### config.mk
export PLATFORM = sky130hd
export DESIGN_NAME = mux_bus_port
export DESIGN_NICKNAME = d
export VERILOG_FILES = /design/src/rtl/mbp_pkg.sv /design/src/rtl/mbp_tag.sv /design/src/rtl/mbp_timer.sv /design/src/rtl/mux_bus_port.sv
export SDC_FILE = /design/constraint.sdc
export NUM_CORES = 1
export LEC_CHECK = 0
export ABC_AREA = 1
export ABC_CLOCK_PERIOD_IN_PS = 2500
export CORE_ASPECT_RATIO = 0.75
export CORE_MARGIN = 1
export CORE_UTILIZATION = 50
export CTS_BUF_LIST = sky130_fd_sc_hd__clkbuf_16
export CTS_CLUSTER_DIAMETER = 200
export CTS_CLUSTER_SIZE = 16
export DETAILED_ROUTE_END_ITERATION = 8
export GPL_TIMING_DRIVEN = 0
export PLACE_DENSITY_LB_ADDON = 0.25
export SYNTH_ARGS = -nofsm -noshare
export SYNTH_HDL_FRONTEND = slang
export SYNTH_HIERARCHICAL = 1
export SYNTH_SLANG_ARGS = --single-unit
### constraint.sdc
create_clock -name clk -period 2.5 [get_ports clk]
set_input_delay 0.5 -clock clk [delete_from_list [all_inputs] [get_ports clk]]
set_output_delay 0.5 -clock clk [all_outputs]
set_load 0.01 [all_outputs]
### src/rtl/mbp_pkg.sv
package mbp_pkg;
  localparam int ADDR_W   = 24;
  localparam int BUS_W    = 16;
  localparam int NARROW_W = 8;

  typedef enum logic [1:0] {
    PH_IDLE = 2'd0,
    PH_ADDR = 2'd1,
    PH_DATA = 2'd2
  } phase_e;

  // Portion of the address held by the external latch in a given mode.
  function automatic logic [BUS_W-1:0] latch_key(input logic [ADDR_W-1:0] a,
                                                 input logic wide);
    return wide ? a[BUS_W-1:0] : a[ADDR_W-1:ADDR_W-BUS_W];
  endfunction

  // Pins that carry data in a given mode.
  function automatic logic [BUS_W-1:0] data_lanes(input logic wide);
    return wide ? {BUS_W{1'b1}} : {{(BUS_W-NARROW_W){1'b0}}, {NARROW_W{1'b1}}};
  endfunction
endpackage

### src/rtl/mbp_tag.sv
module mbp_tag
  import mbp_pkg::*;
(
  input  logic             clk,
  input  logic             rst_n,
  input  logic [BUS_W-1:0] key,
  input  logic             wide,
  input  logic             store,
  output logic             hit
);
  logic [BUS_W-1:0] tag_q;
  logic             mode_q;
  logic             valid_q;

  always_ff @(posedge clk or negedge rst_n) begin
    if (!rst_n) begin
      tag_q   <= '0;
      mode_q  <= 1'b0;
      valid_q <= 1'b0;
    end else if (store) begin
      tag_q   <= key;
      mode_q  <= wide;
      valid_q <= 1'b1;
    end
  end

  assign hit = valid_q && (mode_q == wide) && (tag_q == key);
endmodule

### src/rtl/mbp_timer.sv
module mbp_timer #(
  parameter int LEN_W = 3
) (
  input  logic             clk,
  input  logic             rst_n,
  input  logic             load,
  input  logic [LEN_W-1:0] len,
  output logic             last
);
  logic [LEN_W-1:0] cnt_q;

  always_ff @(posedge clk or negedge rst_n) begin
    if (!rst_n)              cnt_q <= '0;
    else if (load)           cnt_q <= len;
    else if (cnt_q != '0)    cnt_q <= cnt_q - 1'b1;
  end

  assign last = (cnt_q == '0);
endmodule

### src/rtl/mux_bus_port.sv
module mux_bus_port
  import mbp_pkg::*;
#(
  parameter int LEN_W = 3
) (
  input  logic              clk,
  input  logic              rst_n,
  input  logic              cfg_enable,
  input  logic              cfg_wide,
  input  logic              cfg_ale_low,
  input  logic [LEN_W-1:0]  cfg_len,
  input  logic              req_valid,
  output logic              req_ready,
  input  logic              req_write,
  input  logic [ADDR_W-1:0] req_addr,
  input  logic [BUS_W-1:0]  req_wdata,
  output logic              rsp_done,
  output logic [BUS_W-1:0]  rsp_rdata,
  input  logic [BUS_W-1:0]  bus_in,
  output logic [BUS_W-1:0]  bus_out,
  output logic [BUS_W-1:0]  bus_oe,
  output logic              rd_n,
  output logic              wr_n,
  output logic              ale
);
  phase_e            state_q, state_d;
  logic [LEN_W-1:0]  len_q;
  logic [ADDR_W-1:0] addr_q;
  logic [BUS_W-1:0]  wdata_q;
  logic              write_q;
  logic              wide_q;
  logic              pol_q;
  logic              done_q;
  logic [BUS_W-1:0]  rdata_q;

  // named internal events
  logic             idle;
  logic             accept;
  logic             tag_hit;
  logic             need_latch;
  logic             phase_last;
  logic             addr_last;
  logic             data_last;
  logic             ale_on;
  logic             tmr_load;
  logic [LEN_W-1:0] tmr_len;
  logic [BUS_W-1:0] new_key;

  assign idle       = (state_q == PH_IDLE);
  assign req_ready  = idle && cfg_enable;
  assign accept     = req_valid && req_ready;
  assign new_key    = latch_key(req_addr, cfg_wide);
  assign need_latch = !tag_hit;
  assign addr_last  = (state_q == PH_ADDR) && phase_last;
  assign data_last  = (state_q == PH_DATA) && phase_last;
  assign tmr_load   = accept || addr_last;
  assign tmr_len    = accept ? cfg_len : len_q;

  mbp_tag u_tag (
    .clk   (clk),
    .rst_n (rst_n),
    .key   (new_key),
    .wide  (cfg_wide),
    .store (accept && need_latch),
    .hit   (tag_hit)
  );

  mbp_timer #(.LEN_W(LEN_W)) u_timer (
    .clk   (clk),
    .rst_n (rst_n),
    .load  (tmr_load),
    .len   (tmr_len),
    .last  (phase_last)
  );

  always_comb begin
    state_d = state_q;
    unique case (state_q)
      PH_IDLE: if (accept) state_d = need_latch ? PH_ADDR : PH_DATA;
      PH_ADDR: if (phase_last) state_d = PH_DATA;
      PH_DATA: if (phase_last) state_d = PH_IDLE;
      default: state_d = PH_IDLE;
    endcase
  end

  always_ff @(posedge clk or negedge rst_n) begin
    if (!rst_n) begin
      state_q <= PH_IDLE;
      len_q   <= '0;
      addr_q  <= '0;
      wdata_q <= '0;
      write_q <= 1'b0;
      wide_q  <= 1'b0;
      pol_q   <= 1'b0;
      done_q  <= 1'b0;
      rdata_q <= '0;
    end else begin
      state_q <= state_d;
      done_q  <= data_last;
      if (idle) pol_q <= cfg_ale_low;
      if (accept) begin
        len_q   <= cfg_len;
        addr_q  <= req_addr;
        wdata_q <= req_wdata;
        write_q <= req_write;
        wide_q  <= cfg_wide;
      end
      if (data_last && !write_q) rdata_q <= bus_in & data_lanes(wide_q);
    end
  end

  assign ale_on    = (state_q == PH_ADDR);
  assign ale       = ale_on ^ pol_q;
  assign rd_n      = !((state_q == PH_DATA) && !write_q);
  assign wr_n      = !((state_q == PH_DATA) && write_q);
  assign rsp_done  = done_q;
  assign rsp_rdata = rdata_q;

  always_comb begin
    bus_out = '0;
    bus_oe  = '0;
    if (state_q == PH_ADDR) begin
      bus_out = latch_key(addr_q, wide_q);
      bus_oe  = '1;
    end else if ((state_q == PH_DATA) && write_q) begin
      bus_out = wdata_q & data_lanes(wide_q);
      bus_oe  = data_lanes(wide_q);
    end
  end
endmodule


==> qor.yml <==
finish:
  mostFrequentLayoutCells: "nand2_1, clkdlybuf4s50_1, dfrtp_1"
  finalNetCount: 782
  areaGrowthSynthToFinish_pct: 38.0
  drive_above_1_share: 0.192
  fillers: 713
  seq_area_um2: 2150
  fin_cells: 847
  n_antenna_cell: 0
  multi_input_area_um2: 1920
  utilization: 0.711
  final_common_cell: "nand2_1"
logic_synthesis:
  synthDistinctLibCells: 29
  syn_inst: 582
  syn_area_um2: 4660
  postSynth.asyncResetShare: 1.00
  yosysWarnings: 6
  ys_seq_elements: 86
  syn_area_per_cell_um2: 8.01
  seq_area_frac_synth: 0.462
  synth_edf_count: 0
  syn_nets: 650
  synthFlopType: "dfrtp_1"
power_and_ir_drop:
  ir_drop_mv: 0.574
  power_density_nw_per_um2: 1170
  cellLeakagePower_nw: 3.22
grt:
  grt_pass1_vias: 4216
  grt_pass1_wl_um: 21000
  gr-total-overflow: 0
  grtUsageMet1: 0.399
  use_met3: 0.0587
  grt_util_met2: 0.440
  grt_util_all_layers: 0.280
  grt_max_degree: 59
  antenna_found_initial: 0
  grt_busiest_layer: "met2"
run_status:
  status: "complete, no violations"
critical_path:
  cp.arrival_ns: 1.95
  r2r.worst_path.cells: 10
  cp-start-kind: "register"
  path_max_fanout: 10
  setup.worst_path.class: "reg -> out"
  cp.required_ns: 2.00
  crit_path_end_kind: "primary output"
timing:
  final_max_slew_viol_count: 0
  grt_setup_unrepaired: "yes"
  fmax_ghz: 0.409
  setup_slack_ns: 0.0537
  final.period_utilization: 0.979
  skew_ns: 0.00619
  hold_viol_final: 0
  slew_headroom: 0.434
  fin_crit_ns: 2.45
  fin_setup_tns_ns: 0
  tightestPinTransition_ns: 0.841
  setup_viol: 0
placed_design:
  portBuffers: 118
  place_ws_ns: -0.862
  post-place-cells: 829
  place_congestion: 0.891
  hpwl_um: 9440
route:
  wirelength_um: 12900
  vias: 4385
  first_iter_violations: 323
  wl_per_cell_um: 15.2
  ant_nets: 0
  drcViolationCount: 0
  vias_per_cell: 5.18
  drtPass1Iterations: 5
clock_tree:
  cts_sinks: 86
  cts_tree: "yes"
  clk_path_buf_depth: 2
  cts_root_buf: "clkbuf_16"
  cts_hold_buffers: 0
  clk_pin_slew_worst_paths_ns: 0.07
  clkLatencyLatePin_ns: 0.34
  cts-buffers-inserted: 9
  htreeDepth: 3
floorplanning:
  io_pins: 119
  initial_core_util: 0.515
  die_h_um: 85.6
  core-area_um2: 9050
  die_w_um: 114
  std_cell_rows: 30
  die_area_um2: 9720
flow_run:
  cap_violations: 0
min_path:
  hp-class: "in -> async"
## power breakdown
part	internal, mW	total [mW]	switching, mW
clock	0.971	1.53	0.561
sequential	2.06	2.45	0.393
combinational	1.65	3.57	1.92
## synthesized netlist by cell type, types with 2 or more instances
master    count  area (um^2)
a21oi_1       2         10.0
buf_2         4         20.0
buf_4        17          128
buf_6        11          124
clkbuf_1      8         30.0
dfrtp_1      86         2150
ha_1          2         25.0
inv_1        76          285
inv_2         3         11.3
nand2_1     177          664
nand3_1      18         90.1
nand4_1       8         50.1
nor2_1       28          105
nor2_2        3         18.8
nor2_4        2         22.5
o21ai_0      59          295
o21ai_1      13         65.1
o21ai_2      48          420
o22ai_1       3         18.8
xnor2_1       4         35.0
xor2_1        2         17.5
## worst paths after layout
check                                   endpoint             start  slack, ns
min in group clk                        len_q[2]          len_q[2]       0.48
worst max register to register  u_timer/cnt_q[1]  u_timer/cnt_q[0]       0.28
worst min-delay path              u_tag/tag_q[1]             rst_n       0.08
max in group asynchronous             state_q[0]             rst_n       1.76
worst min register to register          len_q[2]          len_q[2]       0.48
worst max-delay path                  bus_out[2]            wide_q       0.05
## kinds of logic (layout without fill, tap and decap cells)
family / after synthesis / count (layout) / share of synthesized area
XOR/XNOR: 6 / 6 / 0.0113
flip-flops: 86 / 86 / 0.462
AO/OA/AOI/OAI: 125 / 125 / 0.174
buffers and inverters: 122 / 259 / 0.133
AND/OR/NAND/NOR: 241 / 241 / 0.215
adder cells (fa/ha/maj): 2 / 2 / 0.00537
## layout make-up
cell class              count  share of cell area
flip-flops and latches     86               0.335
multi-input cells         374               0.299
repair buffers            122               0.187
plain buffers              41              0.0539
inverters                  80              0.0475
clock buffers               9              0.0350
well taps                 128              0.0249
clock inverters             7              0.0177
## through the flow
step           total power [mW]  cell area (um^2)  hold slack (ns)
2_1_floorplan              4.50              4660            0.204
3_3_place_gp               5.84              6000            0.452
3_5_place_dp               5.98              6030            0.458
4_1_cts                    7.52              6390           0.0955
5_1_grt                    8.07              6430            0.107
6_report                   7.56              6430           0.0808
## worst max-delay path: stages (launching register included)
cell and delay (ns):
dfrtp_1 0.47, inv_2 0.17, buf_6 0.18, nor2_1 0.05
o21ai_0 0.15, clkdlybuf4s50_1 0.58
## sequential cells by signal, indices dropped and copies added, names as in the netlist
| name | cells |
|---|---|
| addr_q | 24 |
| len_q | 3 |
| pol_q | 1 |
| rsp_done | 1 |
| rsp_rdata | 16 |
| state_q | 2 |
| u_tag/mode_q | 1 |
| u_tag/tag_q | 16 |
| u_tag/valid_q | 1 |
| u_timer/cnt_q | 3 |
| wdata_q | 16 |
| wide_q | 1 |
| write_q | 1 |
## metal layers
layer	vias up	routed length, um
met5	-	0
met4	0	170
met3	18	1030
met2	207	5970
met1	2082	5720
li1	2078	-
## timing repair
action,CTS,global route
pin swaps,3,2
endpoints found under the setup margin,52,29
resized for setup,52,19
buffers inserted,2,1
No activity file was read; power rests on OpenSTA's default activity.
